--- src/rtl/snoop_pkg.sv ---
package snoop_pkg;
   typedef enum logic [1:0] {
      MESI_I = 2'b00,
      MESI_S = 2'b01,
      MESI_E = 2'b10,
      MESI_M = 2'b11
   } mesi_e;

   typedef enum logic [1:0] {
      K_INQ = 2'd0,
      K_IF  = 2'd1,
      K_DA  = 2'd2
   } kind_e;

   typedef enum logic [1:0] {
      ST_IDLE = 2'd0,
      ST_ACT  = 2'd1,
      ST_WB   = 2'd2
   } seq_e;
endpackage

--- src/rtl/line_array.sv ---
module line_array #(
   parameter int IDX_W = 4,
   parameter int TAG_W = 7,
   parameter int SW    = 2
) (
   input  logic             clk,
   input  logic             rst_n,
   input  logic             we,
   input  logic             wtag_en,
   input  logic [IDX_W-1:0] widx,
   input  logic [TAG_W-1:0] wtag,
   input  logic [SW-1:0]    wst,
   input  logic [IDX_W-1:0] ra_idx,
   output logic [TAG_W-1:0] ra_tag,
   output logic [SW-1:0]    ra_st,
   input  logic [IDX_W-1:0] rb_idx,
   output logic [TAG_W-1:0] rb_tag,
   output logic [SW-1:0]    rb_st
);
   localparam int LINES = 1 << IDX_W;

   logic [TAG_W-1:0] tag_w [LINES];
   logic [SW-1:0]    st_w  [LINES];

   for (genvar g = 0; g < LINES; g++) begin : g_line
      logic [TAG_W-1:0] tag_r;
      logic [SW-1:0]    st_r;
      logic             sel;
      assign sel = we && (widx == IDX_W'(g));
      always_ff @(posedge clk or negedge rst_n) begin
         if (!rst_n) begin
            tag_r <= '0;
            st_r  <= '0;
         end else if (sel) begin
            st_r <= wst;
            if (wtag_en) tag_r <= wtag;
         end
      end
      assign tag_w[g] = tag_r;
      assign st_w[g]  = st_r;
   end

   assign ra_tag = tag_w[ra_idx];
   assign ra_st  = st_w[ra_idx];
   assign rb_tag = tag_w[rb_idx];
   assign rb_st  = st_w[rb_idx];
endmodule

--- src/rtl/line_hit.sv ---
module line_hit #(
   parameter int TAG_W = 7,
   parameter int SW    = 2
) (
   input  logic [TAG_W-1:0] stored_tag,
   input  logic [SW-1:0]    stored_st,
   input  logic [TAG_W-1:0] req_tag,
   output logic             hit
);
   // any nonzero state code is a present line for both store flavours
   if (SW == 1) begin : g_bit
      assign hit = stored_st[0] && (stored_tag == req_tag);
   end else begin : g_code
      assign hit = (|stored_st) && (stored_tag == req_tag);
   end
endmodule

--- src/rtl/snoop_plan.sv ---
module snoop_plan
   import snoop_pkg::*;
(
   input  kind_e kind,
   input  logic  inv,
   input  logic  d_hit,
   input  mesi_e d_st,
   input  logic  i_hit,
   output logic  act_wb,
   output logic  act_d_we,
   output mesi_e act_d_st,
   output logic  act_i_inv,
   output logic  act_fill,
   output logic  act_hit,
   output mesi_e ack_d_st,
   output logic  ack_fill
);
   always_comb begin
      act_wb    = 1'b0;
      act_d_we  = 1'b0;
      act_d_st  = MESI_I;
      act_i_inv = 1'b0;
      act_fill  = 1'b0;
      act_hit   = 1'b0;
      ack_d_st  = (kind == K_INQ && !inv) ? MESI_S : MESI_I;
      ack_fill  = (kind == K_IF);
      unique case (kind)
         K_INQ: begin
            act_i_inv = inv && i_hit;
            if (d_hit) begin
               if (d_st == MESI_M) begin
                  act_wb = 1'b1;
               end else begin
                  act_d_we = 1'b1;
                  act_d_st = inv ? MESI_I : MESI_S;
               end
            end
         end
         K_IF: begin
            if (i_hit)                            act_hit  = 1'b1;
            else if (d_hit && d_st == MESI_M)     act_wb   = 1'b1;
            else                                  act_fill = 1'b1;
         end
         default: begin
            if (d_hit) begin
               act_hit = 1'b1;
            end else begin
               act_i_inv = i_hit;
               act_fill  = 1'b1;
            end
         end
      endcase
   end
endmodule

--- src/rtl/snoop_ctl.sv ---
module snoop_ctl
   import snoop_pkg::*;
#(
   parameter int ADDR_W = 16,
   parameter int OFFS_W = 5,
   parameter int IDX_W  = 4,
   parameter int TAG_W  = ADDR_W - OFFS_W - IDX_W
) (
   input  logic              clk,
   input  logic              rst_n,
   input  logic              inq_req,
   input  logic [ADDR_W-1:0] inq_addr,
   input  logic              inq_inv,
   input  logic              if_req,
   input  logic [ADDR_W-1:0] if_addr,
   input  logic              da_req,
   input  logic [ADDR_W-1:0] da_addr,
   output logic              busy,
   output logic              hitm_n,
   output logic              wb_req,
   output logic [ADDR_W-1:0] wb_addr,
   input  logic              wb_ack,
   output logic              fill_go,
   output logic              fill_data,
   output logic              acc_hit,
   input  logic              dbg_we,
   input  logic              dbg_sel,
   input  logic [IDX_W-1:0]  dbg_idx,
   input  logic [TAG_W-1:0]  dbg_tag,
   input  logic [1:0]        dbg_st,
   input  logic [IDX_W-1:0]  dbg_ridx,
   output logic [1:0]        dbg_d_st,
   output logic [TAG_W-1:0]  dbg_d_tag,
   output logic              dbg_i_vld,
   output logic [TAG_W-1:0]  dbg_i_tag
);
   localparam int LINE_W = ADDR_W - OFFS_W;

   initial begin
      assert (IDX_W >= 1 && IDX_W <= 10) else $error("IDX_W out of range");
      assert (OFFS_W >= 1) else $error("OFFS_W must be at least 1");
      assert (TAG_W >= 1 && TAG_W == ADDR_W - OFFS_W - IDX_W)
         else $error("TAG_W inconsistent with ADDR_W, OFFS_W, IDX_W");
   end

   seq_e               st_q;
   kind_e              kind_q;
   logic               inv_q;
   logic [LINE_W-1:0]  line_q;
   logic               fill_q, hit_q;

   logic               idle, take_inq, take_if, take_da;
   logic [LINE_W-1:0]  take_line;
   logic [IDX_W-1:0]   cur_idx;
   logic [TAG_W-1:0]   cur_tag;

   logic [TAG_W-1:0]   d_rd_tag, i_rd_tag;
   logic [1:0]         cur_d_st;
   logic [0:0]         i_rd_st, dbg_i_st;
   logic               d_hit, i_hit;

   logic               act_wb, act_d_we, act_i_inv, act_fill, act_hit, ack_fill;
   mesi_e              act_d_st, ack_d_st;

   logic               d_we_fsm, i_we_fsm;
   logic [1:0]         d_wst_fsm;
   logic               d_we, i_we, d_wtag_en, i_wtag_en;
   logic [1:0]         d_wst;
   logic [0:0]         i_wst;
   logic [IDX_W-1:0]   d_widx, i_widx;

   wire unused_offs = ^{inq_addr[OFFS_W-1:0], if_addr[OFFS_W-1:0], da_addr[OFFS_W-1:0]};

   // request arbitration: inquire, then fetch, then data access
   assign idle     = (st_q == ST_IDLE);
   assign take_inq = idle && inq_req;
   assign take_if  = idle && !inq_req && if_req;
   assign take_da  = idle && !inq_req && !if_req && da_req;

   always_comb begin
      take_line = da_addr[ADDR_W-1:OFFS_W];
      if (take_inq)     take_line = inq_addr[ADDR_W-1:OFFS_W];
      else if (take_if) take_line = if_addr[ADDR_W-1:OFFS_W];
   end

   assign cur_idx = line_q[IDX_W-1:0];
   assign cur_tag = line_q[LINE_W-1:IDX_W];

   line_array #(.IDX_W(IDX_W), .TAG_W(TAG_W), .SW(2)) u_dstore (
      .clk(clk), .rst_n(rst_n),
      .we(d_we), .wtag_en(d_wtag_en), .widx(d_widx), .wtag(dbg_tag), .wst(d_wst),
      .ra_idx(cur_idx), .ra_tag(d_rd_tag), .ra_st(cur_d_st),
      .rb_idx(dbg_ridx), .rb_tag(dbg_d_tag), .rb_st(dbg_d_st)
   );

   line_array #(.IDX_W(IDX_W), .TAG_W(TAG_W), .SW(1)) u_istore (
      .clk(clk), .rst_n(rst_n),
      .we(i_we), .wtag_en(i_wtag_en), .widx(i_widx), .wtag(dbg_tag), .wst(i_wst),
      .ra_idx(cur_idx), .ra_tag(i_rd_tag), .ra_st(i_rd_st),
      .rb_idx(dbg_ridx), .rb_tag(dbg_i_tag), .rb_st(dbg_i_st)
   );
   assign dbg_i_vld = dbg_i_st[0];

   line_hit #(.TAG_W(TAG_W), .SW(2)) u_dhit (
      .stored_tag(d_rd_tag), .stored_st(cur_d_st), .req_tag(cur_tag), .hit(d_hit)
   );
   line_hit #(.TAG_W(TAG_W), .SW(1)) u_ihit (
      .stored_tag(i_rd_tag), .stored_st(i_rd_st), .req_tag(cur_tag), .hit(i_hit)
   );

   snoop_plan u_plan (
      .kind(kind_q), .inv(inv_q), .d_hit(d_hit), .d_st(mesi_e'(cur_d_st)), .i_hit(i_hit),
      .act_wb(act_wb), .act_d_we(act_d_we), .act_d_st(act_d_st), .act_i_inv(act_i_inv),
      .act_fill(act_fill), .act_hit(act_hit), .ack_d_st(ack_d_st), .ack_fill(ack_fill)
   );

   // state-store writes: sequencer has priority over the debug port
   assign d_we_fsm  = ((st_q == ST_ACT) && act_d_we) || ((st_q == ST_WB) && wb_ack);
   assign d_wst_fsm = (st_q == ST_WB) ? ack_d_st : act_d_st;
   assign i_we_fsm  = (st_q == ST_ACT) && act_i_inv;

   assign d_we      = d_we_fsm || (dbg_we && dbg_sel);
   assign d_wtag_en = !d_we_fsm;
   assign d_widx    = d_we_fsm ? cur_idx : dbg_idx;
   assign d_wst     = d_we_fsm ? d_wst_fsm : dbg_st;

   assign i_we      = i_we_fsm || (dbg_we && !dbg_sel);
   assign i_wtag_en = !i_we_fsm;
   assign i_widx    = i_we_fsm ? cur_idx : dbg_idx;
   assign i_wst     = i_we_fsm ? 1'b0 : dbg_st[0];

   always_ff @(posedge clk or negedge rst_n) begin
      if (!rst_n) begin
         st_q   <= ST_IDLE;
         kind_q <= K_INQ;
         inv_q  <= 1'b0;
         line_q <= '0;
         fill_q <= 1'b0;
         hit_q  <= 1'b0;
      end else begin
         fill_q <= 1'b0;
         hit_q  <= 1'b0;
         unique case (st_q)
            ST_IDLE: begin
               if (take_inq || take_if || take_da) begin
                  st_q   <= ST_ACT;
                  line_q <= take_line;
                  inv_q  <= take_inq && inq_inv;
                  kind_q <= take_inq ? K_INQ : (take_if ? K_IF : K_DA);
               end
            end
            ST_ACT: begin
               st_q   <= act_wb ? ST_WB : ST_IDLE;
               fill_q <= act_fill;
               hit_q  <= act_hit;
            end
            default: begin
               if (wb_ack) begin
                  st_q   <= ST_IDLE;
                  fill_q <= ack_fill;
               end
            end
         endcase
      end
   end

   assign busy      = !idle;
   assign wb_req    = (st_q == ST_WB);
   assign wb_addr   = {line_q, {OFFS_W{1'b0}}};
   assign hitm_n    = !(wb_req && kind_q == K_INQ);
   assign fill_go   = fill_q;
   assign fill_data = (kind_q == K_DA);
   assign acc_hit   = hit_q;
endmodule

--- config.mk ---
export PLATFORM = sky130hd
export DESIGN_NAME = snoop_ctl
export DESIGN_NICKNAME = d
export VERILOG_FILES = /design/src/rtl/snoop_pkg.sv /design/src/rtl/line_array.sv /design/src/rtl/line_hit.sv /design/src/rtl/snoop_plan.sv /design/src/rtl/snoop_ctl.sv
export SDC_FILE = /design/constraint.sdc
export NUM_CORES = 1
export LEC_CHECK = 0
export ABC_AREA = 1
export BUFFER_PORTS_ARGS = -buffer_cell sky130_fd_sc_hd__buf_2
export CAP_MARGIN = 10
export CORE_MARGIN = 3
export CORE_UTILIZATION = 69
export CTS_BUF_LIST = sky130_fd_sc_hd__clkbuf_4
export CTS_CLUSTER_DIAMETER = 30
export DETAILED_ROUTE_END_ITERATION = 6
export PLACE_DENSITY = 0.95
export SETUP_SLACK_MARGIN = 0.2
export SLEW_MARGIN = 20
export SYNTH_ARGS = -nofsm -noshare
export SYNTH_HDL_FRONTEND = slang
export SYNTH_HIERARCHICAL = 1
export SYNTH_SLANG_ARGS = --single-unit
--- constraint.sdc ---
create_clock -name clk -period 8.5 [get_ports clk]
set_clock_uncertainty 0.05 [all_clocks]
set_input_delay 0.85 -clock clk [delete_from_list [all_inputs] [get_ports clk]]
set_output_delay 0.85 -clock clk [all_outputs]
set_load 0.01 [all_outputs]
# After elaboration in Yosys (flattened, before gate mapping)
# Cells that the tools add are included.
[word_totals]
regBits = 290
latchBits = 0
ramBits = 0
mem_bits_ro = 0
input_bits = 74
out_inout_bits = 39
mem_count = 0
[op_classes]
add_sub_neg = 0
multipliers = 0
n_div = 0
magnitude_cmp = 2
n_eq_ne = 38
shifts = 0
mux = 62
n_bitwise = 4
reduce_logical = 100
[ops]
columns = ["operator", "n"]
rows = [
  ["7-bit binary-select mux with 4-bit select", 4],
  ["2-bit AND reduction", 34],
  ["4-bit equality test (second input constant)", 16],
  ["7-bit two-way mux", 8],
  ["1-bit logical AND", 49],
  ["4-bit by 3-bit equality test with 1-bit output (second input constant)", 8],
  ["2-bit two-way mux", 14],
  ["1-bit two-way mux", 22],
  ["11-bit two-way mux", 2],
  ["2-bit binary-select mux with 4-bit select", 2],
  ["4-bit by 2-bit equality test with 1-bit output (second input constant)", 4],
  ["7-bit equality test", 2],
  ["5-bit >= comparator (second input constant)", 2],
  ["4-bit NOT with 5-bit output", 2],
  ["1-bit case mux with 2 select lines", 5],
  ["1-bit binary-select mux with 4-bit select", 2],
  ["4-bit by 1-bit equality test with 1-bit output (second input constant)", 2],
  ["4-bit logical NOT", 2],
  ["4-bit two-way mux", 2],
  ["2-bit equality test (second input constant)", 3],
  ["1-bit logical NOT", 6],
  ["1-bit logical OR", 5],
  ["2-bit by 1-bit equality test with 1-bit output (second input constant)", 2],
  ["2-bit logical NOT", 2],
  ["other kinds (5)", 6],
]

# Depth between registers and ports, before layout
# Gate-level depths: netlist of run 1.
[depth]
depth_word = 14
ltp_mapped = 29
ltp_nobuf = 25

# By module
# The synthesis of run 1 kept the hierarchy.
[by_module_without_submodules]
columns = ["module", "n_inst", "cells_per_inst", "area_per_inst_um2", "seq_area_each_um2"]
rows = [
  ["line_array (u_dstore)", 1, 1280, 8521.9, 3603.5],
  ["line_array (u_istore)", 1, 1146, 7667.4, 3203.1],
  ["snoop_ctl", 1, 178, 1218.7, 450.4],
  ["line_hit (u_dhit)", 1, 43, 161.4, 0.0],
  ["line_hit (u_ihit)", 1, 40, 150.1, 0.0],
  ["snoop_plan", 1, 25, 120.1, 0.0],
]

# Worst setup path before layout of run 1
# OpenSTA, ideal clock, no wires.
[synth_path]
kind = "flip-flop to flip-flop"
from = "register line_q[1]"
to = "register u_istore.g_line[2].tag_r[5]"
setup_time_ns = 0.127
arrival_time_ns = 3.454
required_time_ns = 8.323
slack_ns = 4.869
path_stages_with_launch = 29
synth_period_minus_slack_ns = 3.631
cell_sequence = "dfrtp_1 buf_2 clkinv_1 clkbuf_1 nand3_1 nand3_1 nand3_1 nand2_1 inv_1 nand2_1 nand2_1 nor2_1 nand2_1 nor2_1 inv_1 nand3_1 o21ai_1 nand2_1 buf_2 nor2_1 a21oi_1 inv_2 nor2_4 nand2_4 nor2_2 nand2_2 buf_6 nand2_1 o21ai_2"
[synth_via]
elab_chain_len = 13
word_cells_on_any_way = 28
classes_between = "eq/ne: 3; mux: 15; bitwise: 2; reduce/logical: 8"
[synth_lines]
columns = ["item", "line_no", "source"]
rows = [
  ["from (decl)", "snoop_ctl.sv:49", "logic [LINE_W-1:0] line_q;"],
  ["from (signal assigned)", "snoop_ctl.sv:147", "line_q <= take_line;"],
  ["4-bit NOT with 5-bit output (implied by the code)", "line_array.sv:44", "assign ra_st = st_w[ra_idx];"],
  ["2-bit binary-select mux with 4-bit select", "line_array.sv:44", ""],
  ["2-bit two-way mux (implied by the code) (2 in series)", "line_array.sv:44", ""],
  ["via cur_d_st[0]", "snoop_ctl.sv:58", "logic [1:0] cur_d_st;"],
  ["2-bit OR reduction", "line_hit.sv:14", "assign hit = (|stored_st) && (stored_tag == req_tag);"],
  ["1-bit logical AND", "line_hit.sv:14", ""],
  ["via d_hit", "snoop_ctl.sv:60", "logic d_hit, i_hit;"],
  ["1-bit two-way mux", "snoop_plan.sv:45", "if (d_hit) begin"],
  ["1-bit case mux with 2 select lines", "snoop_plan.sv:27", "unique case (kind)"],
  ["via act_i_inv", "snoop_ctl.sv:62", "logic act_wb, act_d_we, act_i_inv, act_fill, act_hit, ack_fill;"],
  ["1-bit logical AND", "snoop_ctl.sv:120", "assign i_we_fsm = (st_q == ST_ACT) && act_i_inv;"],
  ["4-bit two-way mux", "snoop_ctl.sv:129", "assign i_widx = i_we_fsm ? cur_idx : dbg_idx;"],
  ["via i_widx[1]", "snoop_ctl.sv:70", "logic [IDX_W-1:0] d_widx, i_widx;"],
  ["4-bit by 2-bit equality test with 1-bit output", "line_array.sv:29", "assign sel = we && (widx == IDX_W'(g));"],
  ["1-bit logical AND", "line_array.sv:29", ""],
  ["2-bit AND reduction (no line)", "n/a", ""],
  ["to (signal assigned)", "line_array.sv:36", "if (wtag_en) tag_r <= wtag;"],
  ["to (decl)", "line_array.sv:26", "logic [TAG_W-1:0] tag_r;"],
]
# The timed path passes the listed nets, and every way through them passes these cells. The select of a mux whose other input is x is not followed.
# A chain may end at the register's enable or synchronous reset.

# Worst setup path after layout of run 1
[layout_path]
from = "register line_q[0]"
to = "register u_istore.g_line[8].tag_r[1]"
[layout_via]
word_cells_on_any_way = 28
classes_between = "eq/ne: 3; mux: 15; bitwise: 2; reduce/logical: 8"
[layout_lines]
columns = ["item", "line_no", "source"]
rows = [
  ["4-bit NOT with 5-bit output (implied by the code) (*)", "line_array.sv:43", "assign ra_tag = tag_w[ra_idx];"],
  ["7-bit binary-select mux with 4-bit select (*)", "line_array.sv:43", ""],
  ["7-bit two-way mux (implied by the code) (*) (2 in series)", "line_array.sv:43", ""],
  ["via i_rd_tag[5]", "snoop_ctl.sv:57", "logic [TAG_W-1:0] d_rd_tag, i_rd_tag;"],
  ["7-bit equality test (*)", "line_hit.sv:12", "assign hit = stored_st[0] && (stored_tag == req_tag);"],
  ["1-bit logical AND (*)", "line_hit.sv:12", ""],
  ["via i_hit", "snoop_ctl.sv:60", ""],
  ["1-bit two-way mux / 1-bit logical AND (equally long branches)", "snoop_plan.sv:45, snoop_plan.sv:29", ""],
  ["1-bit case mux with 2 select lines (*)", "snoop_plan.sv:27", ""],
  ["via act_i_inv", "snoop_ctl.sv:62", ""],
  ["1-bit logical AND (*)", "snoop_ctl.sv:120", ""],
  ["1-bit logical OR (*)", "snoop_ctl.sv:127", "assign i_we = i_we_fsm || (dbg_we && !dbg_sel);"],
  ["via i_we", "snoop_ctl.sv:67", "logic d_we, i_we, d_wtag_en, i_wtag_en;"],
  ["1-bit logical AND (*)", "line_array.sv:29", ""],
  ["2-bit AND reduction (no line) (*)", "n/a", ""],
  ["to (signal assigned)", "line_array.sv:36", ""],
  ["to (decl)", "line_array.sv:26", ""],
]
# The timed path passes the listed nets; every way through them passes the cells marked *. The select of a mux whose other input is x is not followed.

==> flow_summary_export.csv, run 1 <==
group,metric,value,unit
detailed_routing,drt-total-wl,54600,um
detailed_routing,drc,0,
global_route,grtUsageTotal,37.7,%
global_route,grt_max_degree,198,
detailed_routing,wl_per_cell,17.5,um
timing,tightest_slew,1.21,ns
timing,rsz0062_at_grt,"false",
setup_path,cp_slowest_cell,"clkinv_2",
layout,fin_area,0.0190,mm2
setup_path,crit_chain,"clkinv_2 > nand2_1 > nand3_1 > nand3_1 > nand3_1 > nand2_1 > inv_1 > nand2_1 > nand2_1 > nor2_1 > nand2_1 > nor2_1 > nand3_1 > o21ai_1 > nand2_1 > o21ai_0 > nand3_1 > inv_1 > nand4_1 > o21ai_0",
setup_path,timing.rr.start,"line_q[0]$_DFFE_PN0P_",
synthesis,synth.avg_cell_area,6.58,um2
synthesis,synth_async_sr_flop_share,100,%
timing,slew_headroom,18.8,%
floorplan,core_area,0.0253,mm2
layout,finish.utilization,75.1,%
setup_path,r2r_slack,2.10,ns
floorplan,pin_count,113,
clock_network,cts_made_buffers,79,
detailed_routing,dr.pass1.iters,7,
global_route,grt_util_met1,48.3,%
min_path,hp-class,"input port to async pin",
setup_path,rr_worst_depth,20,
power_and_ir_drop,irDropWorstVdd,0.191,mV
setup_path,cp_max_fo,64,
placed_design,port_buffers,92,
synthesis,yosys_warnings,6,
synthesis,ys_ff_latch,290,
global_route,antenna_found_initial,1,
placed_design,place_area,0.0181,mm2
detailed_routing,drt_iter0_drc,3539,
timing,holdWs,0.127,ns
clock_network,cts_max_path_buffers,3,
timing,setup_tns,0,ns
synthesis,yosys.area.top_type,"dfrtp_1",
floorplan,die_w,167,um
global_route,grtUsageMet3,8.83,%
clock_network,cts.sinks,290,
synthesis,yosys.area.top_type_share,40.7,%
run_status,status,"completed",
placed_design,hpwl,33600,um
clock_network,clock-root-buffer,"clkbuf_4",
clock_network,htree_levels,3,
clock_network,clk_pin_slew,0.07,ns
detailed_routing,vias,19400,
setup_path,crit_top_cell,"nand2_1",
timing,timing.final.crit_share,75.2,%
run,cap_violations,0,
detailed_routing,ant_nets,0,
setup_path,end_kind,"flop",
floorplan,fp.dieH,167,um
timing,final_hold_viol_count,0,
global_route,overflow,0,
synthesis,netlist_area,0.0178,mm2
clock_network,insertion_delay,0.69,ns
synthesis,postSynthCellCount,2712,
synthesis,yosys-top-cells-area,"dfrtp_1 (41%), nand2_1 (21%), nand3_1 (14%)",
layout,drive_gt1_share,10.8,%
global_route,grt_pass1_vias,18400,
timing,finalMaxSlewViolations,0,
layout,syn_to_final_growth,6.64,%
floorplan,dieArea,0.0278,mm2
synthesis,synth-main-ff-cell,"dfrtp_1",
synthesis,yosys.cell_types.count,31,
setup_path,critical_path_class,"flop to flop",
floorplan,num_rows,58,
synthesis,synth_edf_count,0,
power_and_ir_drop,powerDensity,291,mW/mm2
timing,fmax,156,MHz
timing,period_minus_slack,6.40,ns
global_route,grtUsageMet2,60.1,%
setup_path,critPathMaxStageDelay,0.99,ns
placed_design,gp_congestion,0.949,
synthesis,ys_seq_area_share,40.7,%
setup_path,cp.arrival,6.91,ns
global_route,grt_busiest_layer,"met2",
setup_path,start_kind,"flop",
detailed_routing,via_per_inst,6.21,
clock_network,cts_tree,"done",
setup_path,cp.required,9.01,ns
global_route,grt_pass1_wl,86800,um
clock_network,cts_setup_buffers,0,
clock_network,hold_buffers,0,
setup_path,reg2reg_to,"u_istore/g_line[8].tag_r[1]$_DFFE_PN0P_",
floorplan,start_util,70.4,%
layout,nets,2809,
timing,finalSetupViolations,0,
power_and_ir_drop,power.leakage,0.0102,uW
clock_network,cts_resized,0,
[registers in the layout (all words and copies together), names as in the netlist]
| signal | cells |
|---|---|
| u_dstore/g_line.tag_r | 112 |
| u_istore/g_line.tag_r | 112 |
| u_dstore/g_line.st_r | 32 |
| u_istore/g_line.st_r | 16 |
| line_q | 11 |
| kind_q | 2 |
| st_q | 2 |
| acc_hit | 1 |
| fill_go | 1 |
| inv_q | 1 |
[critical path: cells and delay by family, from the launching register on]
kind	cells	cell delay, ns
AOI/OAI and AO/OA	3	1.06
DFF	1	0.86
and+or+nand+nor	14	2.87
buffers and inverters	3	1.39
[per-layer routing]
| layer | vias up | part of all wire, % |
|---|---|---|
| met2 | 1715 | 45 |
| met5 | - | 0 |
| met4 | 0 | 5.0 |
| li1 | 8626 | - |
| met1 | 8748 | 35 |
| met3 | 317 | 15 |
[Yosys cell counts (2+ instances only)]
cell type  instances
a21oi_1            9
a31oi_1            7
buf_1             23
buf_2             28
buf_4             10
buf_6             12
clkbuf_1          94
clkinv_1           6
conb_1             2
dfrtp_1          290
inv_1            350
inv_2             14
nand2_1          985
nand2_2            9
nand3_1          513
nand3_2            5
nand4_1           15
nor2_1            28
nor2_2             7
nor2_4            10
nor3_2             4
o21ai_0          196
o21ai_1           69
o21ai_2           14
or2_2              6
[worst max-delay path by stage]
stage                                from                                       to  slack (ns)
floorplan           line_q[1]$_DFFE_PN0P_  u_istore/g_line[2].tag_r[5]$_DFFE_PN0P_        4.87
global placement    line_q[0]$_DFFE_PN0P_  u_istore/g_line[6].tag_r[5]$_DFFE_PN0P_        2.83
detailed placement  line_q[0]$_DFFE_PN0P_  u_istore/g_line[3].tag_r[3]$_DFFE_PN0P_        2.66
CTS                 line_q[0]$_DFFE_PN0P_  u_istore/g_line[3].tag_r[3]$_DFFE_PN0P_        2.65
global route        line_q[0]$_DFFE_PN0P_  u_istore/g_line[3].tag_r[3]$_DFFE_PN0P_        1.77
finish              line_q[0]$_DFFE_PN0P_  u_istore/g_line[8].tag_r[1]$_DFFE_PN0P_        2.10
[through the flow]
stage / std cells / setup WS (ns) / total power [uW]
after floorplan: 2717 / 4.87 / 3610
after global placement: 2984 / 2.83 / 4090
after detailed placement: 2984 / 2.66 / 4230
after CTS: 3122 / 2.65 / 5440
after global routing: 3123 / 1.77 / 5900
final: 3123 / 2.10 / 5540
[final cells by class]
class	count	area, um2
diodes	1	2.50
clock buffers	114	856
clock inverters	24	96.3
fillers	1891	6300
inverters	370	1390
multi-input cells	1889	8420
flip-flops and latches	290	7260
well taps	330	413
repair buffers	105	583
[cell usage in the layout, fill, tap and decap left out, types with 4 or more instances in the layout]
cell type	instances
a21oi_1	9
a31oi_1	7
buf_2	90
buf_4	13
clkbuf_4	114
clkinv_1	23
clkinv_2	7
conb_1	7
dfrtp_1	288
inv_1	348
inv_2	15
nand2_1	985
nand2_2	9
nand3_1	513
nand3_2	5
nand4_1	15
nor2_1	28
nor2_2	7
nor2_4	10
nor3_2	4
o21ai_0	196
o21ai_1	69
o21ai_2	14
or2_2	6
[cells by family (layout without fill, tap and decap cells)]
family          count (synthesis)  in the layout  share of synthesized area (%)
simple gates                 1586           1586                           38.4
buf+inv                       538            613                           12.2
other cells                     2              8                         0.0421
flops                         290            290                           40.7
compound gates                296            296                           8.68
[power by group]
group / switching, uW / internal (uW)
combinational: 1560 / 718
sequential: 286 / 1780
clock: 585 / 616
Power figures use the tool's default switching activity.
==> run 2: changes to the inputs <==
--- a/config.mk
+++ b/config.mk
@@ -9,11 +9,11 @@
 export BUFFER_PORTS_ARGS = -buffer_cell sky130_fd_sc_hd__buf_2
 export CAP_MARGIN = 10
 export CORE_MARGIN = 3
-export CORE_UTILIZATION = 69
+export CORE_UTILIZATION = 64
 export CTS_BUF_LIST = sky130_fd_sc_hd__clkbuf_4
 export CTS_CLUSTER_DIAMETER = 30
 export DETAILED_ROUTE_END_ITERATION = 6
-export PLACE_DENSITY = 0.95
+export PLACE_DENSITY = 0.91
 export SETUP_SLACK_MARGIN = 0.2
 export SLEW_MARGIN = 20
 export SYNTH_ARGS = -nofsm -noshare
==> constraint.sdc (replaced) <==
create_clock -name clk -period 6.4 [get_ports clk]
set_clock_uncertainty 0.05 [all_clocks]
set_input_delay 0.64 -clock clk [delete_from_list [all_inputs] [get_ports clk]]
set_output_delay 0.64 -clock clk [all_outputs]
set_load 0.01 [all_outputs]
==> run 2 against run 1 <==
Effect of this change:
- non-clock buffer count is 10 higher
- count of clock-buffer cells in the layout is 9 lower
- global-route usage is 2.0 points lower
- maximum frequency is 14% higher
- via count is 2.1% lower
- largest cell class unchanged
- combinational power is 34% higher
- clock power is 34% higher
- the flow now finishes with violations (design-rule violations)
- utilization is 4.6 points lower
- flip-flop and latch count stayed put
- sequential share of layout area is 0.27 points lower
- final cell count is 1.6% higher
==> flow_summary_export.csv, run 2 (same netlist as run 1, synthesis figures left out) <==
group,metric,value,unit
run_status,status,"finished with violations",
run_status,failed_checks,"design-rule violations",
placed_design,placed_cells,3035,
detailed_routing,drt_iter0_drc,2832,
floorplan,core_area,0.0272,mm2
detailed_routing,met1_length,20700,um
setup_path,critical_path_class,"flop to flop",
power_and_ir_drop,combPwrFrac,41.5,%
global_route,grt_max_degree,176,
global_route,antenna_found_initial,2,
setup_path,critPathLaunch,"line_q[0]$_DFFE_PN0P_",
detailed_routing,wl_per_cell,17.3,um
power_and_ir_drop,power.leakage,0.0102,uW
layout,nets,2818,
floorplan,fp.dieH,173,um
timing,finalSetupViolations,0,
clock_network,cts_tree,"done",
timing,timing.final.crit_share,87.5,%
setup_path,start_kind,"flop",
detailed_routing,route.met2.wl,24000,um
clock_network,cts.sinks,290,
placed_design,hpwl,34100,um
detailed_routing,via_per_inst,5.98,
floorplan,die_w,173,um
detailed_routing,ant_nets,0,
clock_network,clk_pin_slew,0.08,ns
power_and_ir_drop,powerDensity,385,mW/mm2
setup_path,end_kind,"flop",
detailed_routing,wl_met3,7730,um
global_route,grtUsageTotal,35.7,%
min_path,hp-class,"input port to flop",
timing,period_minus_slack,5.60,ns
layout,final_common_cell,"nand2_1",
floorplan,start_util,65.6,%
timing,finalMaxSlewViolations,0,
power_and_ir_drop,power.internal,4140,uW
placed_design,port_buffers,92,
detailed_routing,drt-total-wl,55000,um
timing,tightest_slew,1.10,ns
setup_path,r2r_slack,0.80,ns
timing,setup_ws,0.803,ns
setup_path,cp.arrival,6.12,ns
layout,final_cells,3174,
clock_network,clock-root-buffer,"clkbuf_4",
layout,drive_gt1_share,10.7,%
global_route,grt_pass1_vias,18300,
floorplan,dieArea,0.0299,mm2
placed_design,place_ws,1.23,ns
power_and_ir_drop,seqPwrFrac,36.7,%
layout,layout_common_cells,"nand2_1 (985), nand3_1 (513), inv_1 (350), dfrtp_1 (288), o21ai_0 (196)",
layout,reg.largest.list,"u_dstore/g_line.tag_r x112, u_istore/g_line.tag_r x112, u_dstore/g_line.st_r x32",
power_and_ir_drop,clkPwrFrac,21.8,%
layout,syn_to_final_growth,7.40,%
global_route,grt_pass1_wl,88500,um
power_and_ir_drop,swShare,43.9,%
clock_network,cts_made_buffers,78,
detailed_routing,vias,19000,
clock_network,htree_levels,3,
timing,slew_headroom,27.0,%
power_and_ir_drop,p_switching,3240,uW
power_and_ir_drop,power.total,7370,uW
clock_network,cts_resized,0,
timing,rsz0062_at_grt,"false",
floorplan,num_rows,60,
setup_path,cp.required,6.92,ns
setup_path,crit_end,"u_istore/g_line[8].tag_r[6]$_DFFE_PN0P_",
power_and_ir_drop,irDropWorstVdd,0.225,mV
setup_path,rr_worst_depth,23,
timing,fmax,179,MHz
clock_network,cts_max_path_buffers,3,
timing,setup_tns,0,ns
timing,final_hold_viol_count,0,
floorplan,pin_count,113,
placed_design,gp_congestion,0.981,
run,cap_violations,0,
setup_path,cp_max_fo,64,
min_path,hold_depth,3,
setup_path,reg2reg_to,"u_istore/g_line[8].tag_r[6]$_DFFE_PN0P_",
detailed_routing,dr.max_layer_used,"met5",
global_route,overflow,0,
detailed_routing,dr.pass1.iters,7,
timing,holdWs,0.160,ns
setup_path,timing.rr.start,"line_q[0]$_DFFE_PN0P_",
detailed_routing,drc,12,
clock_network,insertion_delay,0.73,ns
run 2: cell count changes in the layout (fill, tap and decap cells not counted):
cell	before	now
inv_2	15	14
diode_2	1	2
clkbuf_4	114	105
clkinv_2	7	5
buf_12	1	2
clkinv_1	23	29
inv_4	1	0
inv_1	348	350
clkinv_4	0	2
bufinv_16	0	1
dlygate4sd3_1	0	1
buf_4	13	21
run 2: layout make-up:
| class | count | area (um2) |
|---|---|---|
| multi-input cells | 1889 | 8420 |
| fillers | 2217 | 8020 |
| flip-flops and latches | 290 | 7260 |
| inverters | 370 | 1390 |
| clock buffers | 105 | 788 |
| repair buffers | 115 | 673 |
| well taps | 372 | 465 |
| clock inverters | 31 | 156 |
| diodes | 2 | 5.00 |
run 2: metal layers:
layer / global-route usage, % / vias to the layer above
met5: 0 / -
met4: 19.1 / 2
met3: 8.78 / 290
met2: 54.9 / 1471
met1: 46.9 / 8594
li1: - / 8639
run 2: what timing repair did:
action | 4_1_cts | 5_1_grt
hold buffers | 1 | 0
buffers inserted | 0 | 0
hold endpoints to repair | 25 | 0
run 2: power groups by stage:
stage	logic (uW)	registers [uW]	clock network, uW
final	3060	2710	1610
after floorplan	2170	2620	0
after CTS	2950	2690	1630
after detailed placement	2920	2710	0
after global routing	3400	2760	1740
after global placement	2790	2700	0
run 2: worst min path at each step:
stage | start | slack (ns) | endpoint
2_1_floorplan | rst_n | 0.29 | acc_hit$_DFF_PN0_
4_1_cts | inq_inv | 0.14 | inv_q$_DFFE_PN0P_
5_1_grt | inq_inv | 0.15 | inv_q$_DFFE_PN0P_
6_report | inq_inv | 0.16 | inv_q$_DFFE_PN0P_
3_5_place_dp | u_istore/g_line[6].tag_r[6]$_DFFE_PN0P_ | 0.42 | u_istore/g_line[6].tag_r[6]$_DFFE_PN0P_
3_3_place_gp | u_istore/g_line[2].tag_r[3]$_DFFE_PN0P_ | 0.41 | u_istore/g_line[2].tag_r[3]$_DFFE_PN0P_
run 2: through the flow:
stage / utilization, % / cell area, um2
final: 70.5 / 19200
after global routing: 70.5 / 19200
after CTS: 70.5 / 19200
after detailed placement: 67.0 / 18200
after global placement: 67.0 / 18200
after floorplan: - / 17900
run 2: critical path: stages, from the launching register on:
cell      delay [ns]
dfrtp_4         0.61
clkinv_2        0.88
nand2_1         0.29
nand3_1         0.11
nand3_1         0.17
nand3_1         0.13
nand2_1         0.15
nand2_1         0.07
inv_1           0.08
nor2_1          0.04
nor2_1          0.11
nand2_1         0.06
nor2_1          0.35
nand2_1         0.09
o21ai_1         0.14
nand2_1         0.18
buf_4           0.26
nor2_1          0.11
a21oi_1         0.10
inv_1           0.16
nand3_1         0.09
inv_1           0.29
nand4_1         0.55
o21ai_0         0.38
